### config.mk
export PLATFORM = sky130hd
export DESIGN_NAME = sbuf_addr_ptr
export DESIGN_NICKNAME = d
export VERILOG_FILES = /design/src/rtl/sbuf_pkg.sv /design/src/rtl/sbuf_cmd_regs.sv /design/src/rtl/sbuf_load_stage.sv /design/src/rtl/sbuf_ptr_core.sv /design/src/rtl/sbuf_flags.sv /design/src/rtl/sbuf_addr_ptr.sv
export SDC_FILE = /design/constraint.sdc
export NUM_CORES = 1
export LEC_CHECK = 0
export BUFFER_PORTS_ARGS = -buffer_cell sky130_fd_sc_hd__buf_2
export CELL_PAD_IN_SITES_DETAIL_PLACEMENT = 2
export CELL_PAD_IN_SITES_GLOBAL_PLACEMENT = 2
export CORE_MARGIN = 2
export CORE_UTILIZATION = 33
export DETAILED_ROUTE_END_ITERATION = 12
export PLACE_DENSITY = 0.77
export SLEW_MARGIN = 5
export SYNTH_ARGS = -nofsm -noshare
export SYNTH_HDL_FRONTEND = slang
export SYNTH_SLANG_ARGS = --single-unit
export TNS_END_PERCENT = 10
### constraint.sdc
create_clock -name clk -period 3.02 [get_ports clk]
set_clock_uncertainty 0.05 [all_clocks]
set_input_delay 0.755 -clock clk [delete_from_list [all_inputs] [get_ports clk]]
set_output_delay 0.755 -clock clk [all_outputs]
set_load 0.02 [all_outputs]
### src/rtl/sbuf_pkg.sv
package sbuf_pkg;
    localparam int PTR_W_D     = 12;
    localparam int WORD_W_D    = 16;
    localparam int CH_N_D      = 2;
    localparam int CMD_AW_D    = 3;
    localparam int CTRL_ADDR_D = 5;

    typedef enum logic [1:0] {
        OP_HOLD,
        OP_COUNT,
        OP_START,
        OP_DIRECT
    } ptr_op_e;

    typedef struct packed {
        logic active;
        logic count;
        logic load;
    } ctl_t;

    function automatic ctl_t decode_ctl(input logic en_n, input logic cnt_n, input logic ld_n);
        ctl_t c;
        c.active = !en_n;
        c.count  = !en_n && !cnt_n;
        c.load   = !en_n && !ld_n;
        return c;
    endfunction
endpackage

### src/rtl/sbuf_cmd_regs.sv
module sbuf_cmd_regs #(
    parameter int PTR_W     = 12,
    parameter int WORD_W    = 16,
    parameter int CH_N      = 2,
    parameter int CMD_AW    = 3,
    parameter int CTRL_ADDR = 5
) (
    input  logic                       clk,
    input  logic                       rst,
    input  logic                       cmd_we,
    input  logic [CMD_AW-1:0]          cmd_addr,
    input  logic [WORD_W-1:0]          cmd_wdata,
    output logic [CH_N-1:0][PTR_W-1:0] start_q,
    output logic [CH_N-1:0][PTR_W-1:0] end_q,
    output logic [CH_N-1:0]            clr
);
    localparam logic [PTR_W-1:0] END_RST = {PTR_W{1'b1}};

    logic unused_hi;
    assign unused_hi = ^cmd_wdata[WORD_W-1:PTR_W];

    logic ctrl_hit;
    assign ctrl_hit = cmd_we && (cmd_addr == CMD_AW'(CTRL_ADDR));

    for (genvar i = 0; i < CH_N; i++) begin : g_ch
        assign clr[i] = ctrl_hit && !cmd_wdata[i];

        always_ff @(posedge clk) begin
            if (rst) begin
                start_q[i] <= '0;
                end_q[i]   <= END_RST;
            end else if (cmd_we) begin
                if (cmd_addr == CMD_AW'(i))
                    start_q[i] <= cmd_wdata[PTR_W-1:0];
                if (cmd_addr == CMD_AW'(CH_N + i))
                    end_q[i] <= cmd_wdata[PTR_W-1:0];
            end
        end

        p_endwr_r10: assert property (@(posedge clk) disable iff (rst)
            (cmd_we && cmd_addr == CMD_AW'(CH_N + i)) |=> end_q[i] == $past(cmd_wdata[PTR_W-1:0]));
    end
endmodule

### src/rtl/sbuf_load_stage.sv
module sbuf_load_stage #(
    parameter int PTR_W  = 12,
    parameter int WORD_W = 16
) (
    input  logic             clk,
    input  logic             rst,
    input  sbuf_pkg::ctl_t   ctl,
    input  logic             strobe_any,
    input  logic [WORD_W-1:0] din,
    output logic [PTR_W-1:0] din_q,
    output logic             pend,
    output logic             strobe_block,
    output logic             proto_err
);
    logic unused_hi;
    assign unused_hi = ^din[WORD_W-1:PTR_W];

    assign strobe_block = strobe_any && (ctl.load || pend);

    always_ff @(posedge clk) begin
        if (rst) begin
            din_q     <= '0;
            pend      <= 1'b0;
            proto_err <= 1'b0;
        end else begin
            pend      <= ctl.load;
            proto_err <= strobe_block;
            if (ctl.load)
                din_q <= din[PTR_W-1:0];
        end
    end

    p_pend_r3: assert property (@(posedge clk) disable iff (rst)
        ctl.load |=> pend);
    p_err_r5: assert property (@(posedge clk) disable iff (rst)
        strobe_block |=> proto_err);
    p_errpulse_r5: assert property (@(posedge clk) disable iff (rst)
        !strobe_block |=> !proto_err);
endmodule

### src/rtl/sbuf_ptr_core.sv
module sbuf_ptr_core #(
    parameter int PTR_W = 12,
    parameter int CH_N  = 2
) (
    input  logic                       clk,
    input  logic                       rst,
    input  sbuf_pkg::ctl_t             ctl,
    input  logic [CH_N-1:0]            strb,
    input  logic                       strobe_block,
    input  logic                       pend,
    input  logic [PTR_W-1:0]           din_q,
    input  logic [CH_N-1:0][PTR_W-1:0] start_q,
    output logic [PTR_W-1:0]           ptr_q,
    output logic                       inc_fire,
    output logic [PTR_W-1:0]           inc_val
);
    import sbuf_pkg::*;

    localparam int SEL_W = (CH_N > 1) ? $clog2(CH_N) : 1;

    ptr_op_e          op;
    logic [SEL_W-1:0] sel;

    always_comb begin
        sel = '0;
        for (int i = CH_N - 1; i >= 0; i--)
            if (strb[i]) sel = SEL_W'(i);
    end

    always_comb begin
        if (pend)
            op = OP_DIRECT;
        else if (|strb && !strobe_block)
            op = OP_START;
        else if (ctl.count)
            op = OP_COUNT;
        else
            op = OP_HOLD;
    end

    assign inc_val  = ptr_q + PTR_W'(1);
    assign inc_fire = (op == OP_COUNT);

    always_ff @(posedge clk) begin
        if (rst) begin
            ptr_q <= '0;
        end else begin
            unique case (op)
                OP_DIRECT: ptr_q <= din_q;
                OP_START:  ptr_q <= start_q[sel];
                OP_COUNT:  ptr_q <= inc_val;
                default:   ptr_q <= ptr_q;
            endcase
        end
    end

    p_direct_r3: assert property (@(posedge clk) disable iff (rst)
        pend |=> ptr_q == $past(din_q));
    p_step_r2: assert property (@(posedge clk) disable iff (rst)
        (ctl.count && !pend && strb == '0) |=> ptr_q == PTR_W'($past(ptr_q) + PTR_W'(1)));
    p_idle_r9: assert property (@(posedge clk) disable iff (rst)
        (!ctl.active && !pend) |=> $stable(ptr_q));
endmodule

### src/rtl/sbuf_flags.sv
module sbuf_flags #(
    parameter int PTR_W = 12,
    parameter int CH_N  = 2
) (
    input  logic                       clk,
    input  logic                       rst,
    input  logic                       inc_fire,
    input  logic [PTR_W-1:0]           inc_val,
    input  logic [PTR_W-1:0]           ptr_q,
    input  logic [CH_N-1:0][PTR_W-1:0] end_q,
    input  logic [CH_N-1:0]            clr,
    output logic [CH_N-1:0]            eob_n
);
    for (genvar i = 0; i < CH_N; i++) begin : g_flag
        logic hit;
        assign hit = inc_fire && (inc_val == end_q[i]);

        always_ff @(posedge clk) begin
            if (rst)
                eob_n[i] <= 1'b1;
            else if (hit)
                eob_n[i] <= 1'b0;
            else if (clr[i])
                eob_n[i] <= 1'b1;
        end

        p_set_r6: assert property (@(posedge clk) disable iff (rst)
            $fell(eob_n[i]) |-> ptr_q == $past(end_q[i]));
        p_sticky_r7: assert property (@(posedge clk) disable iff (rst)
            (!eob_n[i] && !clr[i]) |=> !eob_n[i]);
        p_clear_r8: assert property (@(posedge clk) disable iff (rst)
            (clr[i] && !hit) |=> eob_n[i]);
    end
endmodule

### src/rtl/sbuf_addr_ptr.sv
module sbuf_addr_ptr #(
    parameter int PTR_W     = sbuf_pkg::PTR_W_D,
    parameter int WORD_W    = sbuf_pkg::WORD_W_D,
    parameter int CH_N      = sbuf_pkg::CH_N_D,
    parameter int CMD_AW    = sbuf_pkg::CMD_AW_D,
    parameter int CTRL_ADDR = sbuf_pkg::CTRL_ADDR_D
) (
    input  logic              clk,
    input  logic              rst,
    input  logic              en_n,
    input  logic              cnt_n,
    input  logic              ld_n,
    input  logic [CH_N-1:0]   strt_n,
    input  logic [WORD_W-1:0] din,
    input  logic              cmd_we,
    input  logic [CMD_AW-1:0] cmd_addr,
    input  logic [WORD_W-1:0] cmd_wdata,
    output logic [PTR_W-1:0]  ptr,
    output logic [CH_N-1:0]   eob_n,
    output logic              proto_err
);
    import sbuf_pkg::*;

    ctl_t                       ctl;
    logic [CH_N-1:0]            strb;
    logic [CH_N-1:0][PTR_W-1:0] start_q;
    logic [CH_N-1:0][PTR_W-1:0] end_q;
    logic [CH_N-1:0]            clr;
    logic [PTR_W-1:0]           din_q;
    logic                       pend;
    logic                       strobe_block;
    logic                       inc_fire;
    logic [PTR_W-1:0]           inc_val;

    assign ctl  = decode_ctl(en_n, cnt_n, ld_n);
    assign strb = ctl.active ? ~strt_n : '0;

    sbuf_cmd_regs #(.PTR_W(PTR_W), .WORD_W(WORD_W), .CH_N(CH_N),
                    .CMD_AW(CMD_AW), .CTRL_ADDR(CTRL_ADDR)) u_regs (
        .clk(clk), .rst(rst), .cmd_we(cmd_we), .cmd_addr(cmd_addr),
        .cmd_wdata(cmd_wdata), .start_q(start_q), .end_q(end_q), .clr(clr)
    );

    sbuf_load_stage #(.PTR_W(PTR_W), .WORD_W(WORD_W)) u_load (
        .clk(clk), .rst(rst), .ctl(ctl), .strobe_any(|strb), .din(din),
        .din_q(din_q), .pend(pend), .strobe_block(strobe_block),
        .proto_err(proto_err)
    );

    sbuf_ptr_core #(.PTR_W(PTR_W), .CH_N(CH_N)) u_core (
        .clk(clk), .rst(rst), .ctl(ctl), .strb(strb),
        .strobe_block(strobe_block), .pend(pend), .din_q(din_q),
        .start_q(start_q), .ptr_q(ptr), .inc_fire(inc_fire), .inc_val(inc_val)
    );

    sbuf_flags #(.PTR_W(PTR_W), .CH_N(CH_N)) u_flags (
        .clk(clk), .rst(rst), .inc_fire(inc_fire), .inc_val(inc_val),
        .ptr_q(ptr), .end_q(end_q), .clr(clr), .eob_n(eob_n)
    );

    p_rst_r1: assert property (@(posedge clk)
        rst |=> (ptr == '0 && eob_n == '1 && !proto_err));
endmodule

==> impl_metrics.toml, run 1 <==
[synth]
syn_avg_cell_area_um2 = 7.63
synth_cell_type_count = 49
syn_inst = 498
synth-edff-count = 0
ys_async_sr_fraction_pct = 0
ys_ff_latch = 76
synth_warnings = 0
synth_area_mm2 = 0.00380
ys_seq_area_share_pct = 40.0
synthFlopType = "dfxtp_1"
syn_nets = 545

[cts]
cts_buffers = 9
cts_sinks = 76
cts-resized-gates = 0
cts_root_buffer = "clkbuf_16"
cts_tree = "done"
post_cts_buffers = 0
clock_path_buffers = 2
clk-insertion-delay-late_ps = 340
path_clk_slew_ps = 60
ctsHoldBuffers = 0
h-tree-depth = 3

[route]
ant_nets = 0
via_per_inst = 5.43
postRouteWirelength_um = 13600
num_vias = 3720
dr.first_iter.drc_count = 163
wl_per_cell_um = 19.9
drtPass1Iterations = 4
drc = 0

[timing]
period_needed_ps = 2650
worstMarginPinSlew_ps = 867
period_share_pct = 87.8
clock.fmax_ghz = 0.377
finalHoldViolCount = 0
setup_slack_ps = 368
setup_viol = 0
drv_slew = 0
hold_slack_ps = 407
tns_ps = 0
grt_setup_unrepaired = "no"
maxSlewHeadroom_pct = 42.0

[worst_setup_path]
startpoint = "strt_n[1]"
critPathSlowestCell = "or4_1"
setup.worst_path.class = "in -> reg"
required_ps = 3230
worstPathArrival_ps = 2860
cp_common_cell = "inv_1"
slowest_delay_ps = 510
r2r_start = "u_core.ptr_q[0]$_SDFFE_PP0P_"
cp_cell_sequence = "buf_2, nand2_1, a211oi_1, nor2_1, inv_1, ha_1, buf_4, inv_1, or4_1, a311o_1, a21oi_1"
worstSetupEndpointType = "register"
cp_max_fo = 9
cp-start-kind = "input port"

[flow_run]
maxCapViolCount = 0

[place]
place_ws_ps = 34.5
port_buffers = 49
dp_cells = 670
dp_hpwl_um = 10100
place_congestion = 0.855

[layout]
nFillCells = 1349
syn_to_final_growth_pct = 17.6
antenna_cells = 0
fin_cells = 685
finalNetCount = 585
drive_gt1_share_pct = 16.2

[floorplanning]
io_pins = 58
die_y_um = 111
fp.dieW_um = 111
core_region_area_mm2 = 0.0113
num_rows = 39
initial_core_util_pct = 33.6
die_area_mm2 = 0.0124

[global_route]
grtUsageTotal_pct = 22.9
grt_pass1_wl_um = 22000
grt_max_degree = 53
grt_pass1_vias = 4028
overflow = 0
antenna_found_initial = 0

[min_path]
hold_class = "reg -> reg"
min_from = "u_regs.start_q[8]$_SDFFE_PP0P_"

[pwr]
cellLeakagePower_uw = 0.00176
ir_worst_vdd_v = 0.000192
powerDensity_mw_per_mm2 = 583

[outcome]
status = "completed"
## Yosys cell counts, drive strengths merged, types with 5 or more instances
library cell,n,area share [%]
o21ai,11,1.4
nand2,135,13
nor2,34,3.4
nand4,6,1.4
buf,8,1.4
clkbuf,22,2.2
nand2b,5,0.82
nor3,10,1.7
mux2i,6,1.6
a211oi,7,1.4
xor2,11,2.5
mux2,6,1.8
inv,7,0.69
a22oi,6,1.2
nand3,33,4.7
xnor2,16,3.7
a21oi,58,7.6
dfxtp,76,40
## worst paths after layout
path                                     to  slack (ps)  depth (start not counted)
max reg2reg   u_flags.eob_n[1]$_SDFFE_PP1P_         570                          6
min reg2reg  u_regs.start_q[8]$_SDFFE_PP0P_         410                          2
min          u_regs.start_q[8]$_SDFFE_PP0P_         410                          2
max            u_core.ptr_q[6]$_SDFFE_PP0P_         370                         11
## cell families (layout without fill, tap and decap cells)
logic type      count (synthesis)  count (layout)  synth area share, %
fa+ha+maj                       4               4                 1.32
simple gates                  243             243                 29.1
flops                          76              76                 40.0
mux                            12              12                 3.36
buf+inv                        37              81                 4.31
compound gates                 99              99                 15.7
xor+xnor                       27              27                 6.22
## cell usage in the layout (no fill, tap or decap), types with 2 or more instances in the layout
cell type / synthesis / final
inv_1: 7 / 7
and2_1: 2 / 2
buf_4: 1 / 10
xor2_1: 11 / 11
nor2_1: 34 / 34
clkinv_2: 0 / 2
a31oi_1: 3 / 3
bufinv_16: 0 / 2
dfxtp_1: 76 / 76
o211ai_1: 2 / 2
nand2_1: 135 / 135
nor2b_1: 3 / 3
a211oi_1: 7 / 7
clkbuf_16: 0 / 9
or3_1: 3 / 3
o21ai_0: 11 / 11
nand2b_1: 5 / 5
xnor2_1: 16 / 16
mux2_2: 6 / 6
nand4_1: 5 / 5
ha_1: 4 / 4
mux2i_1: 6 / 6
buf_2: 5 / 49
nor4_1: 3 / 3
nand3_1: 32 / 32
a21oi_1: 58 / 58
and3_1: 3 / 3
a22oi_1: 6 / 6
o221ai_1: 2 / 2
nor3_1: 8 / 8
## state kept, by name, summed over array words and instances, names as in the netlist
| signal | flops |
|---|---|
| u_regs.end_q | 24 |
| u_flags.eob_n | 2 |
| u_load.din_q | 12 |
| u_load.proto_err | 1 |
| u_core.ptr_q | 12 |
| u_load.pend | 1 |
| u_regs.start_q | 24 |
## through the flow
step / power [uW] / utilization (%) / cell area [um^2]
floorplan: 1340 / - / 3800
global placement: 1460 / 36.8 / 4160
detailed placement: 1480 / 36.8 / 4160
CTS: 2640 / 39.5 / 4470
global route: 2730 / 39.5 / 4470
finish: 2600 / 39.5 / 4470
## per-layer routing
| metal | track usage, % | part of all wire, % | up-vias |
|---|---|---|---|
| met5 | 0 | 0 | - |
| met4 | 7.24 | 2.0 | 0 |
| met3 | 5.03 | 4.7 | 19 |
| met2 | 39.8 | 51 | 58 |
| met1 | 28.2 | 43 | 1870 |
| li1 | - | - | 1773 |
## cell type report
class / instances / area (um^2) / share of cell area, %
repair buffers: 59 / 320 / 7.17
flip-flops and latches: 76 / 1520 / 34.0
inverters: 7 / 26.3 / 0.588
clock buffers: 10 / 229 / 5.12
well taps: 143 / 179 / 4.00
multi-input cells: 385 / 2120 / 47.3
clock inverters: 5 / 77.6 / 1.74
## power by group
| group | switching [uW] | total (uW) | internal (uW) |
|---|---|---|---|
| sequential | 56.9 | 1100 | 1040 |
| clock | 429 | 1150 | 716 |
| combinational | 228 | 357 | 130 |
| total | 714 | 2600 | 1890 |
## critical path, delay by kind of cell
kind	cells	cell delay (ps)
AOI/OAI and AO/OA	3	750
and+or+nand+nor	3	690
buffers and inverters	4	450
adders and majority gates	1	210
No activity file was read; power rests on OpenSTA's default activity.
==> inputs of run 2 (changes only) <==
--- a/config.mk
+++ b/config.mk
@@ -10,8 +10,9 @@
 export CELL_PAD_IN_SITES_GLOBAL_PLACEMENT = 2
 export CORE_MARGIN = 2
 export CORE_UTILIZATION = 33
+export CTS_CLUSTER_SIZE = 20
 export DETAILED_ROUTE_END_ITERATION = 12
-export PLACE_DENSITY = 0.77
+export PLACE_DENSITY_LB_ADDON = 0.05
 export SLEW_MARGIN = 5
 export SYNTH_ARGS = -nofsm -noshare
 export SYNTH_HDL_FRONTEND = slang
==> impl_metrics.toml, run 2 (synthesized netlist as in run 1, its figures left out) <==
[outcome]
status = "completed"

[cts]
cts-resized-gates = 0
post_cts_buffers = 0
clock_path_buffers = 2
clk-insertion-delay-late_ps = 340
cts_root_buffer = "clkbuf_16"
path_clk_slew_ps = 60
cts_buffers = 9
cts_tree = "done"
h-tree-depth = 3
cts_sinks = 76
ctsHoldBuffers = 0

[timing]
setup_slack_ps = 356
grt_setup_unrepaired = "no"
finalHoldViolCount = 0
period_needed_ps = 2660
drv_slew = 0
tns_ps = 0
worstMarginPinSlew_ps = 815
clock.fmax_ghz = 0.375
setup_viol = 0
period_share_pct = 88.2
maxSlewHeadroom_pct = 45.5

[layout]
reg.largest.list = "u_regs.end_q x24, u_regs.start_q x24"
final_cell_mix = "nand2_1, dfxtp_1, a21oi_1, buf_2, nor2_1"
antenna_cells = 0
drive_gt1_share_pct = 16.6
finalNetCount = 586
syn_to_final_growth_pct = 18.3
final_area_mm2 = 0.00450
nFillCells = 1323
mostFrequentLayoutCell = "nand2_1"

[place]
dp_hpwl_um = 10100
postPlaceCellArea_mm2 = 0.00417
place_congestion = 0.821
place_ws_ps = -16.0
port_buffers = 49

[route]
num_vias = 3644
drtPass1Iterations = 4
dr.first_iter.drc_count = 135
ant_nets = 0
via_per_inst = 5.31
wl_per_cell_um = 19.8
drc = 0
postRouteWirelength_um = 13600

[pwr]
ir_worst_vdd_v = 0.000300
cellLeakagePower_uw = 0.00177
powerDensity_mw_per_mm2 = 590

[global_route]
grtUsageTotal_pct = 22.8
overflow = 0
grt_pass1_vias = 3987
grt_pass1_wl_um = 21800
grt_max_degree = 53
antenna_found_initial = 0

[floorplanning]
die_area_mm2 = 0.0124
io_pins = 58
num_rows = 39
die_y_um = 111
initial_core_util_pct = 33.6
fp.dieW_um = 111
core_region_area_mm2 = 0.0113

[min_path]
hold_class = "reg -> reg"

[worst_setup_path]
setup.worst_path.class = "in -> reg"
cp_max_fo = 4
cp-start-kind = "input port"
worstSetupEndpointType = "register"
required_ps = 3170
r2r_setup_slack_ps = 550
worstPathArrival_ps = 2820

[flow_run]
maxCapViolCount = 0
-- run 2: cell types whose count changed in the layout (fill, tap and decap cells not counted), sizes merged --
cell,before,now
clkbuf,10,11
buf,59,60
clkinv,2,1
-- run 2: path summary, 6_finish.rpt --
kind / start / to / cells past startpoint
worst min-delay path: u_regs.start_q[14]$_SDFFE_PP0P_ / u_regs.start_q[14]$_SDFFE_PP0P_ / 2
worst max-delay path: strt_n[1] / u_flags.eob_n[0]$_SDFFE_PP1P_ / 12
worst min register to register: u_regs.start_q[14]$_SDFFE_PP0P_ / u_regs.start_q[14]$_SDFFE_PP0P_ / 2
worst max register to register: u_core.ptr_q[0]$_SDFFE_PP0P_ / u_flags.eob_n[0]$_SDFFE_PP1P_ / 7
-- run 2: final cells by class --
type / instances / area (um^2) / area share [%]
Inverter: 7 / 26.3 / 0.584
Sequential cell: 76 / 1520 / 33.8
Multi-Input combinational cell: 385 / 2120 / 47.1
Clock inverter: 4 / 72.6 / 1.61
Timing Repair Buffer: 60 / 328 / 7.29
Clock buffer: 11 / 253 / 5.62
Tap cell: 143 / 179 / 3.98
-- run 2: where the power goes --
part           leakage, uW  total, uW  internal [uW]  switching (uW)
clock network     0.000158       1190            763             428
logic             0.000998        358            131             227
registers         0.000619       1100           1040            57.5
-- run 2: layer usage --
layer / share of wire (%) / GRT usage, % / vias up
met5: 0 / 0 / -
met4: 1.0 / 6.26 / 0
met3: 3.3 / 4.32 / 12
met2: 48 / 37.8 / 52
met1: 48 / 30.4 / 1800
li1: - / - / 1780
-- run 2: critical path: stages --
cell      delay, ps
buf_2           120
nand2_1          70
a211oi_1        290
nor2_1          130
inv_1            80
ha_1            220
nor2b_1         250
nand3_1         100
a211oi_1        180
nand3_1         100
nor4_1          380
a31oi_1         130
-- run 2: per-stage QoR --
step / hold slack (ps) / std cells / utilization, % / total power, uW
after floorplan: 383 / 498 / - / 1340
after global placement: 389 / 671 / 36.8 / 1470
after detailed placement: 398 / 671 / 36.8 / 1480
after CTS: 407 / 686 / 39.7 / 2680
after global routing: 427 / 686 / 39.7 / 2770
final: 404 / 686 / 39.7 / 2650
